### config.mk
export PLATFORM = sky130hd
export DESIGN_NAME = cap_dirty_tracker
export DESIGN_NICKNAME = d
export VERILOG_FILES = /design/src/rtl/cdt_pkg.sv /design/src/rtl/cdt_classify.sv /design/src/rtl/cdt_merge.sv /design/src/rtl/cap_dirty_tracker.sv
export SDC_FILE = /design/constraint.sdc
export NUM_CORES = 1
export LEC_CHECK = 0
export BUFFER_PORTS_ARGS = -buffer_cell sky130_fd_sc_hd__clkbuf_2
export CAP_MARGIN = 5
export CORE_ASPECT_RATIO = 1.25
export CORE_MARGIN = 8
export CORE_UTILIZATION = 40
export CTS_BUF_LIST = sky130_fd_sc_hd__clkbuf_8 sky130_fd_sc_hd__clkbuf_16
export DETAILED_ROUTE_END_ITERATION = 8
export PLACE_DENSITY_LB_ADDON = 0.25
export RECOVER_POWER = 50
export REMOVE_ABC_BUFFERS = 1
export SETUP_SLACK_MARGIN = 0.3
export SLEW_MARGIN = 20
export SYNTH_ARGS = -nofsm -noshare
export SYNTH_HDL_FRONTEND = slang
export SYNTH_SLANG_ARGS = --single-unit
### constraint.sdc
create_clock -name clk -period 1.71 [get_ports clk]
set_input_delay 0.2565 -clock clk [delete_from_list [all_inputs] [get_ports clk]]
set_output_delay 0.2565 -clock clk [all_outputs]
set_load 0.005 [all_outputs]
### src/rtl/cdt_pkg.sv
package cdt_pkg;
    typedef enum logic [1:0] {
        CLS_ST  = 2'b00,
        CLS_SC  = 2'b01,
        CLS_AMO = 2'b10,
        CLS_XST = 2'b11
    } cls_e;

    typedef enum logic [1:0] {
        S_IDLE,
        S_READ,
        S_WRITE,
        S_RESP
    } state_e;

    typedef enum logic [1:0] {
        ACT_PROCEED,
        ACT_FAULT,
        ACT_UPDATE
    } act_e;
endpackage

### src/rtl/cdt_classify.sv
module cdt_classify
    import cdt_pkg::*;
(
    input  logic crw,
    input  logic cd,
    input  logic gen,
    input  logic tag,
    input  logic hw_mode,
    output act_e act
);
    always_comb begin
        if (!crw) begin
            // reserved encodings fault; the legal no-write entry faults on a tag
            act = (cd || gen || tag) ? ACT_FAULT : ACT_PROCEED;
        end else if (cd || !tag) begin
            act = ACT_PROCEED;
        end else begin
            act = hw_mode ? ACT_UPDATE : ACT_FAULT;
        end
    end
endmodule

### src/rtl/cdt_merge.sv
module cdt_merge #(
    parameter int PTE_W  = 64,
    parameter int BIT_A  = 6,
    parameter int BIT_D  = 7,
    parameter int BIT_CD = 61
) (
    input  logic [PTE_W-1:0] cur,
    output logic [PTE_W-1:0] nxt
);
    localparam logic [PTE_W-1:0] SET_MASK =
        (PTE_W'(1) << BIT_A) | (PTE_W'(1) << BIT_D) | (PTE_W'(1) << BIT_CD);

    assign nxt = cur | SET_MASK;
endmodule

### src/rtl/cap_dirty_tracker.sv
module cap_dirty_tracker
    import cdt_pkg::*;
#(
    parameter int PTE_W     = 64,
    parameter int BIT_A     = 6,
    parameter int BIT_D     = 7,
    parameter int BIT_CRW   = 60,
    parameter int BIT_CD    = 61,
    parameter int MAX_TRIES = 3
) (
    input  logic             clk,
    input  logic             rst_n,
    input  logic             req_valid,
    output logic             req_ready,
    input  logic             req_crw,
    input  logic             req_cd,
    input  logic             req_gen,
    input  logic             req_tag,
    input  logic [1:0]       req_cls,
    input  logic             req_hw_mode,
    input  logic             req_ld_cand,
    output logic             rd_req,
    input  logic             rd_ack,
    input  logic [PTE_W-1:0] rd_pte,
    output logic             wr_req,
    output logic [PTE_W-1:0] wr_expect,
    output logic [PTE_W-1:0] wr_data,
    input  logic             wr_ack,
    input  logic             wr_ok,
    output logic             resp_valid,
    output logic             resp_st_flt,
    output logic             resp_ld_flt,
    output logic             resp_updated
);
    localparam int TRY_W = $clog2(MAX_TRIES + 1);

    state_e             state_q, state_d;
    act_e               act;
    logic [PTE_W-1:0]   entry_q;
    logic [TRY_W-1:0]   tries_q;
    logic               amo_ld_q;
    logic               st_q, ld_q, upd_q;
    logic               last_try;
    logic               is_amo;

    assign is_amo   = (cls_e'(req_cls) == CLS_AMO);
    assign last_try = (int'(tries_q) + 1 >= MAX_TRIES);

    cdt_classify u_classify (
        .crw     (req_crw),
        .cd      (req_cd),
        .gen     (req_gen),
        .tag     (req_tag),
        .hw_mode (req_hw_mode),
        .act     (act)
    );

    cdt_merge #(
        .PTE_W  (PTE_W),
        .BIT_A  (BIT_A),
        .BIT_D  (BIT_D),
        .BIT_CD (BIT_CD)
    ) u_merge (
        .cur (entry_q),
        .nxt (wr_data)
    );

    // state register
    always_ff @(posedge clk or negedge rst_n) begin
        if (!rst_n) state_q <= S_IDLE;
        else        state_q <= state_d;
    end

    // next state
    always_comb begin
        state_d = state_q;
        unique case (state_q)
            S_IDLE: begin
                if (req_valid) state_d = (act == ACT_UPDATE) ? S_READ : S_RESP;
            end
            S_READ: begin
                if (rd_ack) begin
                    if (!rd_pte[BIT_CRW] || rd_pte[BIT_CD]) state_d = S_RESP;
                    else                                    state_d = S_WRITE;
                end
            end
            S_WRITE: begin
                if (wr_ack) begin
                    if (wr_ok || last_try) state_d = S_RESP;
                    else                   state_d = S_READ;
                end
            end
            S_RESP:  state_d = S_IDLE;
            default: state_d = S_IDLE;
        endcase
    end

    // per-request data
    always_ff @(posedge clk or negedge rst_n) begin
        if (!rst_n) begin
            entry_q  <= '0;
            tries_q  <= '0;
            amo_ld_q <= 1'b0;
            st_q     <= 1'b0;
            ld_q     <= 1'b0;
            upd_q    <= 1'b0;
        end else begin
            unique case (state_q)
                S_IDLE: begin
                    if (req_valid) begin
                        amo_ld_q <= is_amo && req_ld_cand;
                        tries_q  <= '0;
                        upd_q    <= 1'b0;
                        st_q     <= (act == ACT_FAULT);
                        ld_q     <= (act == ACT_PROCEED) && is_amo && req_ld_cand;
                    end
                end
                S_READ: begin
                    if (rd_ack) begin
                        entry_q <= rd_pte;
                        if (!rd_pte[BIT_CRW])    st_q <= 1'b1;
                        else if (rd_pte[BIT_CD]) ld_q <= amo_ld_q;
                    end
                end
                S_WRITE: begin
                    if (wr_ack) begin
                        if (wr_ok) begin
                            upd_q <= 1'b1;
                            ld_q  <= amo_ld_q;
                        end else begin
                            tries_q <= tries_q + 1'b1;
                            if (last_try) st_q <= 1'b1;
                        end
                    end
                end
                default: ;
            endcase
        end
    end

    // outputs
    always_comb begin
        req_ready    = (state_q == S_IDLE);
        rd_req       = (state_q == S_READ);
        wr_req       = (state_q == S_WRITE);
        resp_valid   = (state_q == S_RESP);
        wr_expect    = entry_q;
        resp_st_flt  = resp_valid && st_q;
        resp_ld_flt  = resp_valid && ld_q;
        resp_updated = resp_valid && upd_q;
    end
endmodule

[Yosys cells after proc, flatten, opt, wreduce, memory -nomap -nowiden]
Index checks and enable logic that the tools add are counted.
Storage, ports and cells
  output and inout port bits: 135
  bits in registers: 72
  latch bits: 0
  word-level logic and storage cells: 82
  memories kept: 0
  memory bits (read-only): 0
  memory bits (writable): 0
  bits of input ports: 78
Cells by class
  shift-type cells: 0
  add/sub/neg operators: 2
  $lt $le $gt $ge: 1
  mux-type cells: 33
  div/mod/pow operators: 0
  multiply operators: 0
  equal/unequal tests: 15
  reduce and logical (&&, ||, !) cells: 24
  bitwise logic cells: 0
Operators by type and width (count)
  $mux 2: 11
  $mux 1: 17
  $reduce_and 7->1: 2
  $ne 2x1->1 const B: 6
  $eq 2x2->1 const B: 4
  $pmux 2 s4: 1
  $reduce_and 4->1: 2
  $logic_and 1x1->1: 6
  $ne 2x2->1 const B: 3
  $pmux 1 s3: 2
  $logic_or 1x1->1: 5
  $eq 2x1->1 const B: 2
  $logic_not 2->1: 2
  $pmux 2 s2: 1
  $reduce_and 2->1: 2
  $add 2x1->3 const B: 1
  $ge 3x2->1 const B: 1
  $reduce_and 3->1: 1
  $reduce_bool 3->1: 1
  $add 2x1->2 const B: 1
  $logic_not 1->1: 2
  $pmux 1 s2: 1
  $reduce_bool 2->1: 1

[Depth between registers and ports, before layout]
Gate-level depths: netlist of run 1.
  depth after elaboration: 9
  gate-level depth with buffers: 7
  mapped depth without buffers: 6

[Modules after synthesis]
A second synthesis of run 1 with hierarchy kept.
Second synthesis, totals
  cell total of the unflattened synthesis: 272
  area total of the unflattened synthesis: 3518.4 µm²
Modules (own cells, without submodules)
  cap_dirty_tracker: seq. area each 1801.7 µm², instances 1, cells an instance 203, area each 3006.6 µm²
  cdt_merge: seq. area each 0.0 µm², instances 1, cells an instance 65, area each 484.2 µm²
  cdt_classify: seq. area each 0.0 µm², instances 1, cells an instance 4, area each 27.5 µm²

[Least setup slack after synthesis of run 1]
OpenSTA, ideal clock, no wires.
  path kind: reg-to-reg
  start: register state_q[0]
  end: register st_q
  clock period less this slack: 1642 ps
  data arrival time: 1514 ps
  library setup time: 127 ps
  slack: 68 ps
  path buffers: 0
  stages on the path, launching flop included: 7
  path through: dfrtp_1 > inv_1 > ha_1 > inv_2 > o221a_4 > nand3_1 > mux2_1
Between the ends
  cells in the longest elaborated chain, start to end: 3
RTL lines
  from (decl): line cap_dirty_tracker.sv:37  | state_e state_q, state_d;
  from (signal assigned): line cap_dirty_tracker.sv:71  | else state_q <= state_d;
  $logic_not 2->1 (*)
  named net req_ready: line cap_dirty_tracker.sv:14  | output logic req_ready,
  $ne 2x2->1 (no line) / $reduce_bool 3->1 (equally long branches)
  $reduce_and 7->1 (no line)
  to (signal assigned): line cap_dirty_tracker.sv:114  | st_q <= (act == ACT_FAULT);
  to (decl): line cap_dirty_tracker.sv:42  | logic st_q, ld_q, upd_q;
Mark *: on every way through the listed nets, which the timed path passes. The rest lies on a longest branch.
A chain may end at the register's enable or synchronous reset.

[Worst setup path in the final report of run 1]
  start: register state_q[0]
  end: output port rd_req
Between the ends
  cells in the longest elaborated chain, start to end: 1
RTL lines
  $eq 2x1->1: line cap_dirty_tracker.sv:144  | rd_req = (state_q == S_READ);
  to (decl): line cap_dirty_tracker.sv:22  | output logic rd_req,
No other way between the ends.

==> flow_metrics.py, run 1 <==
metrics = {
    "status": {
        "status": "finished, final reports clean",
    },
    "critical_path": {
        "path_class": "reg -> out",
        "slowest_delay_ns": 0.45,
        "critPathLaunchType": "register",
        "cp.required_ns": 1.45,
        "setup.worst_path.end_class": "output port",
        "crit_arrival_ns": 1.32,
        "cp_common_cell": "buf_6",
        "worst_path_max_delay_cell": "dfrtp_2",
        "cpLargestDelayFamily": "flip-flops",
        "worstSetupStartpoint": "state_q[0]$_DFFE_PN0P_",
        "critPathMaxFanout": 5,
        "crit_buf_inv": 3,
        "reg2reg_from": "state_q[0]$_DFFE_PN0P_",
        "crit_chain": "buf_6 > ha_4 > buf_6 > buf_6",
    },
    "routing": {
        "dr.first_iter.drc_count": 50,
        "drt-wirelength-per-cell_um": 16.7,
        "ant_nets": 0,
        "vias_per_cell": 4.49,
        "drt-total-wl_um": 9440,
        "vias": 2544,
        "drc": 0,
        "dr.pass1.iters": 4,
    },
    "timing": {
        "rsz0062_at_grt": "true",
        "setup_violations": 0,
        "hold_viol": 0,
        "min_period_over_period": 0.923,
        "worst_slew_pin_slew_ns": 1.02,
        "maxSlewHeadroom": 0.323,
        "finalClockSkew_ns": 0.00470,
        "maxSlewViolCount": 0,
        "fmax_mhz": 633,
        "setup_tns_ns": 0,
        "layout_min_cycle_time_ns": 1.58,
        "holdWs_ns": 0.156,
    },
    "cells_and_area": {
        "post_route_cells_drive_above_1_share": 0.661,
        "nets": 522,
        "diodes": 0,
        "fillers": 825,
        "synthToLayoutAreaGrowth_pct": 35.6,
    },
    "flow_run": {
        "drv_cap": 0,
    },
    "place": {
        "port-buffer-count": 209,
        "place_hpwl_um": 6980,
        "gp_congestion": 0.778,
    },
    "yosys": {
        "synth_mux_area_frac": 0.254,
        "yosys.area_share.simple": 0.0307,
        "synthMostInstantiatedCell": "dfrtp_1",
        "synth_ff_type": "dfrtp_1",
        "async_flop_share": 1.00,
        "synth_top_family_by_area": "multiplexers",
        "ys_types": 33,
        "synth.area.top_cells": "dfrtp_1 (49%), mux2_4 (20%), buf_4 (13%)",
        "yosys.area_share.adder": 0.0205,
        "synthXorXnorAreaFrac": 0,
        "yosysWarnings": 0,
        "synth-compound-area-share": 0.0433,
        "synthCells": 269,
        "yosysSeqAreaShare": 0.491,
        "synth_edf_count": 0,
        "synth_top_cell_area_share": 0.491,
        "synth.ff_latch_count": 72,
        "synth.top_cells.by_count": "dfrtp_1 (72), buf_4 (64), mux2_4 (48)",
        "syn-cell-area_um2": 3670,
        "avgSynthCellArea_um2": 13.6,
        "synth_area_leader_cell": "dfrtp_1",
    },
    "floorplanning": {
        "die_h_um": 123,
        "ios": 213,
        "coreArea_um2": 9030,
        "die_x_um": 102,
        "num_rows": 39,
        "dieArea_um2": 12500,
        "initial_utilization": 0.406,
    },
    "clock_tree": {
        "cts_made_buffers": 9,
        "root_buffer": "clkbuf_16",
        "cts_sinks": 72,
        "htree_levels": 3,
        "cts_tree": "yes",
        "clock_latency_ns": 0.33,
        "clock_path_buffers": 2,
        "path_clk_slew_ns": 0.06,
    },
    "pwr": {
        "pwr_density_cell_nw_per_um2": 2040,
        "peakVddDrop_mv": 0.896,
        "p_leak_nw": 2.65,
    },
    "min_path": {
        "hp-start": "rd_pte[57]",
        "holdCritPathClass": "in -> reg",
    },
    "global_routing": {
        "grt_pass1_vias": 2640,
        "grt_max_degree": 40,
        "gr-total-overflow": 0,
        "antenna_found_initial": 0,
        "grt_usage": 0.142,
        "grt_pass1_wl_um": 13800,
    },
}
-- area by class of cell --
cell class / instances / area (um2) / share of cell area
repair buffers: 227 / 1250 / 0.251
flip-flops and latches: 72 / 1800 / 0.363
multi-input cells: 120 / 1410 / 0.283
well taps: 123 / 154 / 0.0310
clock inverters: 7 / 95.1 / 0.0191
clock buffers: 9 / 225 / 0.0453
inverters: 8 / 37.5 / 0.00755
-- metal layers --
| layer | wire length (um) | track usage | share of wire |
|---|---|---|---|
| met1 | 3560 | 0.159 | 0.38 |
| met2 | 5100 | 0.245 | 0.54 |
| met3 | 684 | 0.0394 | 0.072 |
| met4 | 106 | 0.0663 | 0.011 |
| met5 | 0 | 0 | 0 |
-- power by group --
group	leakage (nW)	internal (mW)	switching [mW]
clock	0.156	1.28	0.704
sequential	0.853	2.59	0.732
combinational	1.64	2.90	1.92
-- kinds of logic (layout without fill, tap and decap cells) --
kind of cell             count (synthesis)  after routing
adder cells (fa/ha/maj)                  6              6
AO/OA/AOI/OAI                           22             22
AND/OR/NAND/NOR                         22             22
buffers and inverters                   79            251
multiplexers                            67             67
flip-flops                              72             72
other                                    1              3
-- state kept, by name, indices dropped and copies added (netlist names) --
| register | count |
|---|---|
| tries_q | 2 |
| upd_q | 1 |
| ld_q | 1 |
| wr_expect | 64 |
| amo_ld_q | 1 |
| state_q | 2 |
| st_q | 1 |
-- layout by cell type (no fill, tap or decap), types with 3 or more instances in the layout --
cell	count
buf_4	7
nor2_1	4
clkbuf_2	171
dfrtp_1	70
clkbuf_16	11
inv_1	3
ha_4	4
a31oi_1	3
buf_6	7
inv_4	3
and2_4	3
mux2_2	16
o21ai_0	4
clkbuf_1	36
nand2_1	7
mux2_4	49
conb_1	3
-- metrics by stage --
step / area (um2) / utilization / std cells / total power [mW] / worst slack [ns]
floorplan: 3120 / - / 200 / 5.53 / -1.55
global placement: 4420 / 0.490 / 539 / 7.64 / 0.133
detailed placement: 4420 / 0.490 / 539 / 7.70 / 0.0975
CTS: 4870 / 0.539 / 560 / 10.0 / 0.143
global route: 4970 / 0.551 / 566 / 10.8 / 0.0800
finish: 4970 / 0.551 / 566 / 10.1 / 0.131
-- worst register-to-register path, delay by kind of cell, from the launching register on --
family                   cells  cell delay, ns
flip-flops                   1            0.45
buffers and inverters        2            0.37
multiplexers                 1            0.32
adder cells (fa/ha/maj)      1            0.17
AND/OR/NAND/NOR              1            0.14
-- timing repair --
action                     4_1_cts  5_1_grt
setup buffers                    4        4
pin swaps                        2        6
hold buffers                     1        0
setup endpoints to repair       75       76
hold endpoints to repair        37        0
resized for setup               20       17
gates cloned                     0        2
-- worst paths after layout --
kind	end	slack, ns	cells past startpoint
max in group asynchronous	wr_expect[32]$_DFFE_PN0P_	0.30	3
min in group asynchronous	wr_expect[14]$_DFFE_PN0P_	0.65	2
min reg2reg	wr_expect[6]$_DFFE_PN0P_	0.51	1
min	wr_expect[57]$_DFFE_PN0P_	0.16	2
max	rd_req	0.13	4
max reg2reg	wr_expect[7]$_DFFE_PN0P_	0.15	5
(Power assumes the default switching activity.)
==> run 2, diff against run 1 <==
Settings changed: CORE_UTILIZATION 40 to 35.
==> flow_metrics.py, run 2 (synthesis gave the netlist of run 1 again) <==
metrics = {
    "routing": {
        "drt-wirelength-per-cell_um": 17.0,
        "drt-total-wl_um": 9880,
        "dr.pass1.iters": 4,
        "drc": 0,
        "dr.first_iter.drc_count": 41,
        "vias_per_cell": 4.43,
        "vias": 2584,
        "ant_nets": 0,
    },
    "timing": {
        "maxSlewHeadroom": 0.381,
        "setup_violations": 0,
        "min_period_over_period": 0.921,
        "finalClockSkew_ns": 0.00461,
        "rsz0062_at_grt": "true",
        "setup_tns_ns": 0,
        "maxSlewViolCount": 0,
        "worst_slew_pin_slew_ns": 0.928,
        "layout_setup_ws_ns": 0.136,
        "layout_min_cycle_time_ns": 1.57,
        "fmax_mhz": 635,
        "hold_viol": 0,
    },
    "clock_tree": {
        "root_buffer": "clkbuf_16",
        "clock_path_buffers": 2,
        "cts_made_buffers": 9,
        "cts_sinks": 72,
        "clock_latency_ns": 0.33,
        "path_clk_slew_ns": 0.05,
        "cts_tree": "yes",
        "htree_levels": 3,
    },
    "floorplanning": {
        "initial_utilization": 0.352,
        "num_rows": 42,
        "dieArea_um2": 14000,
        "die_h_um": 130,
        "ios": 213,
        "coreArea_um2": 10400,
        "die_x_um": 108,
    },
    "place": {
        "place_ws_ns": 0.0625,
        "gp_congestion": 0.785,
        "place_hpwl_um": 6850,
        "dp.cells": 547,
        "port-buffer-count": 209,
    },
    "pwr": {
        "internal-power_mw": 7.04,
        "p_leak_nw": 2.74,
        "power.net_switching_mw": 3.38,
        "peakVddDrop_mv": 0.760,
        "p_total_mw": 10.4,
        "p_comb_frac": 0.489,
        "swShare": 0.325,
        "power_frac_seq": 0.318,
        "pwr_density_cell_nw_per_um2": 2020,
        "clkPwrFrac": 0.193,
    },
    "cells_and_area": {
        "nets": 531,
        "final_cell_mix": "clkbuf_2 (169), dfrtp_1 (71), mux2_4 (50)",
        "diodes": 0,
        "fin_util": 0.496,
        "stdcell_count": 583,
        "largest_register_ffs": 64,
        "final_common_cell": "clkbuf_2",
        "post_route_cells_drive_above_1_share": 0.656,
        "synthToLayoutAreaGrowth_pct": 40.6,
    },
    "global_routing": {
        "use_met3": 0.0437,
        "antenna_found_initial": 0,
        "met2_usage": 0.208,
        "use_met1": 0.133,
        "grt_usage": 0.121,
        "grt_max_degree": 39,
        "grt-busiest-layer": "met2",
        "grt_pass1_vias": 2708,
        "grt_pass1_wl_um": 13300,
        "gr-total-overflow": 0,
    },
    "critical_path": {
        "reg2reg_from": "state_q[0]$_DFFE_PN0P_",
        "regToRegSetupSlack_ns": 0.15,
        "critPathLaunchType": "register",
        "cp.required_ns": 1.45,
        "cp.depth": 4,
        "reg2regPathDepth": 6,
        "endpoint": "resp_st_flt",
        "path_class": "reg -> out",
        "setup.worst_path.end_class": "output port",
        "worstSetupStartpoint": "state_q[0]$_DFFE_PN0P_",
        "rr_endpoint": "st_q$_DFFE_PN0P_",
        "critPathMaxFanout": 5,
        "crit_arrival_ns": 1.32,
        "crit_chain": "buf_6 > ha_4 > and2_4 > buf_6",
        "slowest_delay_ns": 0.45,
        "crit_buf_inv": 2,
        "cpLargestDelayFamily": "flip-flops",
        "cp_common_cell": "buf_6",
        "worst_path_max_delay_cell": "dfrtp_2",
    },
    "flow_run": {
        "drv_cap": 0,
    },
    "min_path": {
        "holdCritPathClass": "in -> reg",
        "worstHoldPathCells": 2,
    },
    "status": {
        "status": "finished, final reports clean",
    },
}
-- run 2: cell count changes in the layout (fill, tap and decap cells not counted), moves of 2 or more --
| cell | change |
|---|---|
| nand2_8 | +2 |
| clkbuf_8 | +2 |
| clkbuf_2 | -2 |
| clkbuf_16 | +3 |
| buf_6 | +5 |
| mux2_2 | -2 |
-- run 2: per-stage QoR --
step / instance area, um2 / hold slack (ns)
5_1_grt: 5160 / 0.147
2_1_floorplan: 3120 / -0.0391
3_5_place_dp: 4430 / 0.251
3_3_place_gp: 4430 / 0.241
4_1_cts: 4870 / 0.146
6_report: 5160 / 0.158
-- run 2: how the worst min path moves through the flow --
stage | from | endpoint | slack, ns
2_1_floorplan | rst_n | amo_ld_q$_DFFE_PN0P_ | -0.04
3_3_place_gp | rst_n | st_q$_DFFE_PN0P_ | 0.24
3_5_place_dp | rst_n | ld_q$_DFFE_PN0P_ | 0.25
4_1_cts | rd_pte[62] | wr_expect[62]$_DFFE_PN0P_ | 0.15
5_1_grt | rd_pte[29] | wr_expect[29]$_DFFE_PN0P_ | 0.15
6_report | rd_pte[29] | wr_expect[29]$_DFFE_PN0P_ | 0.16
-- run 2: timing repair --
action	4_1_cts	5_1_grt
pin swaps	3	4
hold buffers	1	0
buffers inserted	4	6
gates cloned	0	10
setup endpoints to repair	76	77
hold endpoints to repair	34	0
resized for setup	18	25
-- run 2: routing by layer --
layer / wire, um / vias to the layer above
met5: 0 / -
met4: 58 / 0
met3: 677 / 4
met2: 5400 / 105
met1: 3740 / 1260
li1: - / 1215
-- run 2: power by group through the flow --
stage	clock [mW]	sequential (mW)	combinational (mW)
after floorplan	0	3.40	2.12
after global placement	0	3.28	4.34
after detailed placement	0	3.31	4.39
after CTS	2.07	3.31	4.65
after global routing	2.14	3.45	5.50
final	2.01	3.31	5.10
-- run 2: cell type report --
| class | instances | area, um2 |
|---|---|---|
| fillers | 952 | 5250 |
| repair buffers | 235 | 1410 |
| clock inverters | 4 | 68.8 |
| clock buffers | 11 | 253 |
| flip-flops and latches | 72 | 1800 |
| inverters | 8 | 35.0 |
| well taps | 132 | 165 |
| multi-input cells | 121 | 1420 |
